===== config.mk =====
export PLATFORM = sky130hd
export DESIGN_NAME = spi_reg_seq
export DESIGN_NICKNAME = d
export VERILOG_FILES = /design/src/rtl/spi_reg_seq_pkg.sv /design/src/rtl/page_cache.sv /design/src/rtl/frame_byte_mux.sv /design/src/rtl/spi_reg_seq.sv
export SDC_FILE = /design/constraint.sdc
export NUM_CORES = 1
export LEC_CHECK = 0
export ABC_CLOCK_PERIOD_IN_PS = 3090
export BUFFER_PORTS_ARGS = -buffer_cell sky130_fd_sc_hd__buf_2
export CAP_MARGIN = 25
export CORE_MARGIN = 2
export CORE_UTILIZATION = 45
export DETAILED_ROUTE_END_ITERATION = 7
export GPL_TIMING_DRIVEN = 0
export PLACE_DENSITY = 0.68
export SLEW_MARGIN = 5
export SYNTH_ARGS = -nofsm -noshare
export SYNTH_HDL_FRONTEND = slang
export SYNTH_HIERARCHICAL = 1
export SYNTH_SLANG_ARGS = --single-unit

===== constraint.sdc =====
create_clock -name clk -period 3.09 [get_ports clk]
set_input_delay 0.1545 -clock clk [delete_from_list [all_inputs] [get_ports clk]]
set_output_delay 0.1545 -clock clk [all_outputs]
set_load 0.05 [all_outputs]

===== src/rtl/spi_reg_seq_pkg.sv =====
package spi_reg_seq_pkg;
    localparam int BYTE_W   = 8;
    localparam int DATA_W   = 2 * BYTE_W;
    localparam int WCODE_W  = 2;
    localparam int REQ_W    = WCODE_W + 2 * BYTE_W;
    localparam logic [WCODE_W-1:0] WCODE_TWO = 2'b10;

    typedef enum logic [1:0] {
        OP_READ  = 2'b00,
        OP_WRITE = 2'b01,
        OP_RMW   = 2'b10,
        OP_RSVD  = 2'b11
    } op_e;

    typedef enum logic [2:0] {
        ST_IDLE,
        ST_PG_ISSUE,
        ST_PG_WAIT,
        ST_GAP,
        ST_AC_ISSUE,
        ST_AC_WAIT,
        ST_RMW_GAP,
        ST_FIN
    } state_e;
endpackage


===== src/rtl/page_cache.sv =====
module page_cache #(
    parameter int PAGE_W = 8
) (
    input  logic              clk,
    input  logic              rst_n,
    input  logic              upd_en,
    input  logic [PAGE_W-1:0] upd_page,
    input  logic [PAGE_W-1:0] cmp_page,
    output logic              miss
);
    logic [PAGE_W-1:0] page_q;

    always_ff @(posedge clk or negedge rst_n) begin
        if (!rst_n)
            page_q <= '0;
        else if (upd_en)
            page_q <= upd_page;
    end

    assign miss = (page_q != cmp_page);

    AST_CACHE_STABLE: assert property (@(posedge clk) disable iff (!rst_n)
        !upd_en |=> $stable(page_q));
    AST_CACHE_TAKES_PAGE: assert property (@(posedge clk) disable iff (!rst_n)
        upd_en |=> (page_q == $past(upd_page)));
endmodule


===== src/rtl/frame_byte_mux.sv =====
module frame_byte_mux
    import spi_reg_seq_pkg::*;
#(
    parameter logic [BYTE_W-1:0] PAGE_SEL_CMD = 8'h01,
    parameter int                RD_FLAG_BIT  = 7
) (
    input  logic              pg_frame,
    input  logic [1:0]        idx,
    input  logic [BYTE_W-1:0] page,
    input  logic [BYTE_W-1:0] addr,
    input  logic              wr,
    input  logic              two,
    input  logic [DATA_W-1:0] wval,
    output logic [BYTE_W-1:0] tx
);
    localparam logic [BYTE_W-1:0] RD_FLAG = BYTE_W'(1) << RD_FLAG_BIT;

    always_comb begin
        tx = '0;
        if (pg_frame) begin
            tx = (idx == 2'd0) ? PAGE_SEL_CMD : page;
        end else begin
            unique case (idx)
                2'd0: tx = wr ? (addr & ~RD_FLAG) : (addr | RD_FLAG);
                2'd1: tx = !wr ? '0 : (two ? wval[DATA_W-1:BYTE_W] : wval[BYTE_W-1:0]);
                2'd2: tx = wr ? wval[BYTE_W-1:0] : '0;
                default: tx = '0;
            endcase
        end
    end
endmodule


===== src/rtl/spi_reg_seq.sv =====
module spi_reg_seq
    import spi_reg_seq_pkg::*;
#(
    parameter logic [7:0] PAGE_SEL_CMD = 8'h01,
    parameter int         RD_FLAG_BIT  = 7
) (
    input  logic              clk,
    input  logic              rst_n,
    input  logic              req_valid,
    output logic              req_ready,
    input  logic [1:0]        req_op,
    input  logic [REQ_W-1:0]  req_reg,
    input  logic [DATA_W-1:0] req_wdata,
    input  logic [DATA_W-1:0] req_mask,
    output logic              spi_cs,
    output logic              xfer_start,
    output logic [BYTE_W-1:0] xfer_tx,
    input  logic              xfer_done,
    input  logic [BYTE_W-1:0] xfer_rx,
    input  logic              xfer_err,
    output logic              done,
    output logic              done_err,
    output logic [DATA_W-1:0] rd_data
);
    state_e state_q, state_d;

    op_e               op_q;
    logic              two_q;
    logic [BYTE_W-1:0] page_q;
    logic [BYTE_W-1:0] addr_q;
    logic [DATA_W-1:0] wdata_q;
    logic [DATA_W-1:0] mask_q;
    logic [DATA_W-1:0] rdbuf_q;
    logic [1:0]        idx_q;
    logic              wr_phase_q;
    logic              err_q;

    logic              miss;
    logic              cache_upd;
    logic [1:0]        last_idx;
    logic [DATA_W-1:0] wval;

    wire [BYTE_W-1:0] in_page = req_reg[2*BYTE_W-1:BYTE_W];

    assign last_idx  = two_q ? 2'd2 : 2'd1;
    assign wval      = (op_q == OP_RMW) ? ((rdbuf_q & ~mask_q) | (wdata_q & mask_q)) : wdata_q;
    assign cache_upd = (state_q == ST_PG_WAIT) && xfer_done && !xfer_err && (idx_q == 2'd1);

    page_cache #(.PAGE_W(BYTE_W)) u_cache (
        .clk      (clk),
        .rst_n    (rst_n),
        .upd_en   (cache_upd),
        .upd_page (page_q),
        .cmp_page (in_page),
        .miss     (miss)
    );

    frame_byte_mux #(.PAGE_SEL_CMD(PAGE_SEL_CMD), .RD_FLAG_BIT(RD_FLAG_BIT)) u_mux (
        .pg_frame (state_q == ST_PG_ISSUE),
        .idx      (idx_q),
        .page     (page_q),
        .addr     (addr_q),
        .wr       (wr_phase_q),
        .two      (two_q),
        .wval     (wval),
        .tx       (xfer_tx)
    );

    // State register
    always_ff @(posedge clk or negedge rst_n) begin
        if (!rst_n)
            state_q <= ST_IDLE;
        else
            state_q <= state_d;
    end

    // Next state
    always_comb begin
        state_d = state_q;
        unique case (state_q)
            ST_IDLE:     if (req_valid) state_d = miss ? ST_PG_ISSUE : ST_AC_ISSUE;
            ST_PG_ISSUE: state_d = ST_PG_WAIT;
            ST_PG_WAIT: begin
                if (xfer_done) begin
                    if (xfer_err)            state_d = ST_FIN;
                    else if (idx_q == 2'd1)  state_d = ST_GAP;
                    else                     state_d = ST_PG_ISSUE;
                end
            end
            ST_GAP:      state_d = ST_AC_ISSUE;
            ST_AC_ISSUE: state_d = ST_AC_WAIT;
            ST_AC_WAIT: begin
                if (xfer_done) begin
                    if (xfer_err)                state_d = ST_FIN;
                    else if (idx_q != last_idx)  state_d = ST_AC_ISSUE;
                    else if (!wr_phase_q && op_q == OP_RMW) state_d = ST_RMW_GAP;
                    else                         state_d = ST_FIN;
                end
            end
            ST_RMW_GAP:  state_d = ST_AC_ISSUE;
            ST_FIN:      state_d = ST_IDLE;
            default:     state_d = ST_IDLE;
        endcase
    end

    // Request and frame datapath
    always_ff @(posedge clk or negedge rst_n) begin
        if (!rst_n) begin
            op_q       <= OP_READ;
            two_q      <= 1'b0;
            page_q     <= '0;
            addr_q     <= '0;
            wdata_q    <= '0;
            mask_q     <= '0;
            rdbuf_q    <= '0;
            idx_q      <= '0;
            wr_phase_q <= 1'b0;
            err_q      <= 1'b0;
        end else begin
            unique case (state_q)
                ST_IDLE: begin
                    if (req_valid) begin
                        op_q       <= op_e'(req_op);
                        two_q      <= (req_reg[REQ_W-1:2*BYTE_W] == WCODE_TWO);
                        page_q     <= in_page;
                        addr_q     <= req_reg[BYTE_W-1:0];
                        wdata_q    <= req_wdata;
                        mask_q     <= req_mask;
                        rdbuf_q    <= '0;
                        idx_q      <= '0;
                        wr_phase_q <= (op_e'(req_op) == OP_WRITE);
                        err_q      <= 1'b0;
                    end
                end
                ST_PG_WAIT: begin
                    if (xfer_done) begin
                        if (xfer_err) err_q <= 1'b1;
                        else          idx_q <= (idx_q == 2'd1) ? 2'd0 : idx_q + 2'd1;
                    end
                end
                ST_AC_WAIT: begin
                    if (xfer_done) begin
                        if (xfer_err) begin
                            err_q <= 1'b1;
                        end else begin
                            if (!wr_phase_q && idx_q != 2'd0)
                                rdbuf_q <= {rdbuf_q[BYTE_W-1:0], xfer_rx};
                            idx_q <= (idx_q == last_idx) ? 2'd0 : idx_q + 2'd1;
                        end
                    end
                end
                ST_RMW_GAP: wr_phase_q <= 1'b1;
                default: ;
            endcase
        end
    end

    // Outputs
    always_comb begin
        req_ready  = (state_q == ST_IDLE);
        spi_cs     = (state_q == ST_PG_ISSUE) || (state_q == ST_PG_WAIT) ||
                     (state_q == ST_AC_ISSUE) || (state_q == ST_AC_WAIT);
        xfer_start = (state_q == ST_PG_ISSUE) || (state_q == ST_AC_ISSUE);
        done       = (state_q == ST_FIN);
        done_err   = (state_q == ST_FIN) && err_q;
        rd_data    = (state_q == ST_FIN) ? rdbuf_q : '0;
    end

    AST_START_IN_FRAME: assert property (@(posedge clk) disable iff (!rst_n)
        xfer_start |-> spi_cs);
    AST_FRAME_OPENS_WITH_START: assert property (@(posedge clk) disable iff (!rst_n)
        $rose(spi_cs) |-> xfer_start);
    AST_DONE_PULSE: assert property (@(posedge clk) disable iff (!rst_n)
        done |=> !done);
    AST_ACCEPT_BUSY: assert property (@(posedge clk) disable iff (!rst_n)
        (req_valid && req_ready) |=> !req_ready);
    AST_ONE_OUTSTANDING: assert property (@(posedge clk) disable iff (!rst_n)
        xfer_start |=> !xfer_start);
endmodule


# Word-level counts from Yosys, hierarchy flattened
# Cells that the tools add are included.
dict set report classes {
  addsub 1
  n_eq_ne 23
  mux 39
  bitwise 4
  reduce_logical 27
}
# op n
set ops {}
lappend ops {{$mux 16} 6}
lappend ops {{$mux 8} 6}
lappend ops {{$and 16x16->16} 2}
lappend ops {{$pmux 16 s2} 1}
lappend ops {{$pmux 8 s3} 1}
lappend ops {{$mux 2} 11}
lappend ops {{$pmux 3 s7} 1}
lappend ops {{$not 16->16} 1}
lappend ops {{$or 16x16->16} 1}
lappend ops {{$mux 3} 5}
lappend ops {{$eq 3x3->1 const B} 4}
lappend ops {{$ne 2x2->1 const B} 6}
lappend ops {{$ne 8x8->1} 1}
lappend ops {{$reduce_bool 2->1} 4}
lappend ops {{$eq 2x2->1 const B} 3}
lappend ops {{$eq 3x2->1 const B} 2}
lappend ops {{$logic_and 1x1->1} 6}
lappend ops {{$pmux 2 s3} 1}
lappend ops {{$reduce_and 6->1} 1}
lappend ops {{$mux 1} 5}
lappend ops {{$reduce_and 5->1} 1}
lappend ops {{$eq 2x1->1 const B} 2}
lappend ops {{$logic_or 1x1->1} 4}
lappend ops {{$ne 2x1->1 const B} 2}
lappend ops {{13 further kinds} 17}
dict set report totals {
  regBits 81
  inputBits 65
  output_inout_bits 29
  wordCells 106
}

# Longest topological paths before layout
dict set report depth {
  depth_word 8
  mapped_depth 10
  ltp_nobuf 7
}

# Modules after synthesis
# The synthesis kept the hierarchy.
# module instances cells_each area_per_inst_um2 seq_area_each_um2
set by_module_without_submodules {}
lappend by_module_without_submodules {spi_reg_seq 1 412 3739.8 1851.8}
lappend by_module_without_submodules {frame_byte_mux 1 58 394.1 0.0}
lappend by_module_without_submodules {page_cache 1 28 381.6 200.2}

# Worst setup path before layout
# No wires, ideal clock.
dict set report synth_timing {
  path_kind {reg2out}
  startpoint {register op_q[0]}
  endpoint {output xfer_tx[1]}
  arrival_ns 2.506
  t_required_ns 2.935
  setup_slack_ns 0.429
  stages_incl_launch_ff 8
  path_buffers 3
  path_cell_list {dfrtp_1 nand2b_1 buf_2 buf_2 buf_2 o31ai_1 mux2i_1 o311ai_1}
}
dict set report synth_between {
  elab_chain_cells 6
  elab_cells_between_ends 7
  classes_between {1 x eq/ne; 6 x mux}
}
# item line_no
set synth_lines {}
lappend synth_lines {{start, declared} spi_reg_seq.sv:27} ;# op_e op_q;
lappend synth_lines {{start signal, assigned} spi_reg_seq.sv:123} ;# op_q <= op_e'(req_op);
lappend synth_lines {{$eq 2x2->1 (*)} spi_reg_seq.sv:46} ;# assign wval = (op_q == OP_RMW) ? ((rdbuf_q & ~mask_q) | (wdata_q & mask_q)) : wdata_q;
lappend synth_lines {{$mux 16 (*)} spi_reg_seq.sv:46}
lappend synth_lines {{via wval[1]} spi_reg_seq.sv:41} ;# logic [DATA_W-1:0] wval;
lappend synth_lines {{$mux 8 (2 in a row)} frame_byte_mux.sv:25} ;# 2'd1: tx = !wr ? '0 : (two ? wval[DATA_W-1:BYTE_W] : wval[BYTE_W-1:0]);
lappend synth_lines {{$pmux 8 s3 (*)} frame_byte_mux.sv:23} ;# unique case (idx)
lappend synth_lines {{$mux 8 (*)} frame_byte_mux.sv:20} ;# if (pg_frame) begin
lappend synth_lines {{end, declared} spi_reg_seq.sv:17} ;# output logic [BYTE_W-1:0] xfer_tx,
# The timed path passes the listed nets; every way through them passes the cells marked *.

# Worst setup path in the final report
dict set report layout_timing {
  startpoint {register op_q[0]}
  endpoint {output xfer_tx[5]}
}
# Same word-level chain as after synthesis.

==> qor.yml <==
antenna_found_initial: 0
timing.final.max_slew_violations: 0
cts_tree: "built"
yosys_warnings: 6
switchingPower_mw: 2.31
fin_crit_sh_pct: 93.5
grt_max_degree: 51
root_buffer: "clkbuf_8"
final.min_clock_period_ns: 2.89
fin_setup_tns_ns: 0
setup_viol: 0
fp.dieH_um: 104
syn_area_um2: 4480
port-buffer-count: 92
drc: 0
placed_cells: 720
track_usage_pct: 21.9
start_util_pct: 46.0
numCtsBuffers: 9
via_per_inst: 5.06
ctsLongestPathBuffers: 2
final_cell_mix: "nand2_1 (164), buf_2 (100), dfrtp_1 (81)"
cp-end-kind: "output pin"
total_power_mw: 5.25
layout.cells.non_filler: 757
power_density_nw_per_um2: 937
crit_arrival_ns: 2.74
rsz0062_at_grt: "no"
leakagePower_nw: 2.82
area_delta_synth_final_pct: 25.1
rows: 36
critPathMaxFanout: 10
dieArea_um2: 10800
h-tree-depth: 3
gp_congestion: 0.853
clkTransAtPathRegs_ns: 0.08
dr.first_iter.drc_count: 121
syn_nets: 562
grt_pass1_vias: 3766
dpl.hpwl_um: 8570
p_seq_share_pct: 33.2
startpoint_type: "register"
criticalPathCategory: "reg -> out"
avgSynthCellArea_um2: 9.07
vias: 3827
fin_worst_skew_ns: 0.00578
ir_worst_vdd_mv: 0.591
syn_inst: 494
p_sw_share_pct: 44.0
post_cts_buffers: 0
layout-drive-gt1-share_pct: 30.1
relSlewSlack_pct: 60.3
fin_nets: 687
grt_pass1_wl_um: 18700
ant_nets: 0
core-area_um2: 9730
overflow: 0
maxCapViolations: 0
worstSkewPairLatency_ns: 0.36
clock_sinks: 81
routed_wl_um: 11500
nFillCells: 918
p_int_mw: 2.94
pwr-share-clk_pct: 18.5
status: "finished, violations left"
antennaDiodeCount: 0
first_pass_iters: 4
ios: 94
fmax_mhz: 346
final_common_cell: "nand2_1"
hp-class: "in -> reg"
worstMarginPinSlew_ns: 0.596
route.detailed.wl_per_inst_um: 15.2
hold_violations: 1
violations: "negative hold slack"
die_w_um: 104
cp.required_ns: 2.94
comb_power_share_pct: 48.3
hold_ws_ns: -0.00362
[stage by stage]
step	util, %	hold WS (ns)	worst slack, ns	cell area (um2)
2_1_floorplan	-	-0.141	0.429	4480
3_3_place_gp	52.5	0.348	0.579	5110
3_5_place_dp	52.8	0.134	0.556	5140
4_1_cts	57.4	0.000420	0.152	5580
5_1_grt	57.6	0.00504	0.0837	5610
6_report	57.6	-0.00362	0.200	5610
[path summary, 6_finish.rpt]
path | start | to | slack [ns] | cells past startpoint
max | op_q[0] | xfer_tx[5] | 0.20 | 10
min | req_mask[4] | mask_q[4] | -0.004 | 3
min in group asynchronous | rst_n | rdbuf_q[7] | 0.29 | 2
max in group asynchronous | rst_n | page_q[0] | 2.21 | 3
min reg2reg | wdata_q[15] | wdata_q[15] | 0.48 | 2
max reg2reg | idx_q[1] | rdbuf_q[6] | 1.34 | 7
[power groups by stage]
stage,Combinational [mW],Sequential [mW],Clock [mW]
3_3_place_gp,2.46,1.74,0
3_5_place_dp,2.51,1.76,0
5_1_grt,2.78,1.80,1.02
2_1_floorplan,1.94,1.67,0
6_report,2.54,1.74,0.972
4_1_cts,2.54,1.74,0.978
[critical path, stage by stage, from the launching register on]
cell,delay (ns)
dfrtp_1,0.39
nand2b_1,0.13
buf_2,0.17
buf_2,0.20
buf_2,0.21
o31ai_1,0.44
mux2i_1,0.16
nor2_1,0.15
a221oi_1,0.06
o22ai_1,0.18
buf_2,0.29
[state kept, by name, indices dropped and copies added, names as in the netlist, 3 cells and up]
name            count
mask_q             16
rdbuf_q            16
wdata_q            16
page_q              8
u_cache/page_q      8
addr_q              7
state_q             3
[routing by layer]
| layer | wire [um] | GRT usage [%] | up-vias | share of wire, % |
|---|---|---|---|---|
| li1 | - | - | 1887 | - |
| met1 | 5190 | 28.0 | 1818 | 45 |
| met2 | 5580 | 37.7 | 107 | 49 |
| met3 | 547 | 5.16 | 15 | 4.8 |
| met4 | 189 | 5.12 | 0 | 1.6 |
| met5 | 0 | 0 | - | 0 |
[final cells by class]
type	count	area [um2]	area share, %
clock buffer	12	155	2.77
multi-input combinational	361	2160	38.5
tap	133	166	2.97
timing repair buffer	114	701	12.5
sequential	81	2030	36.2
buffer	31	218	3.88
clock inverter	4	98.8	1.76
inverter	21	78.8	1.41
[repair_timing]
item	CTS	global route
setup endpoints to repair	0	1
hold buffers	19	2
gates resized for setup	0	1
endpoints found under the hold margin	49	2
(Power assumes the default switching activity.)
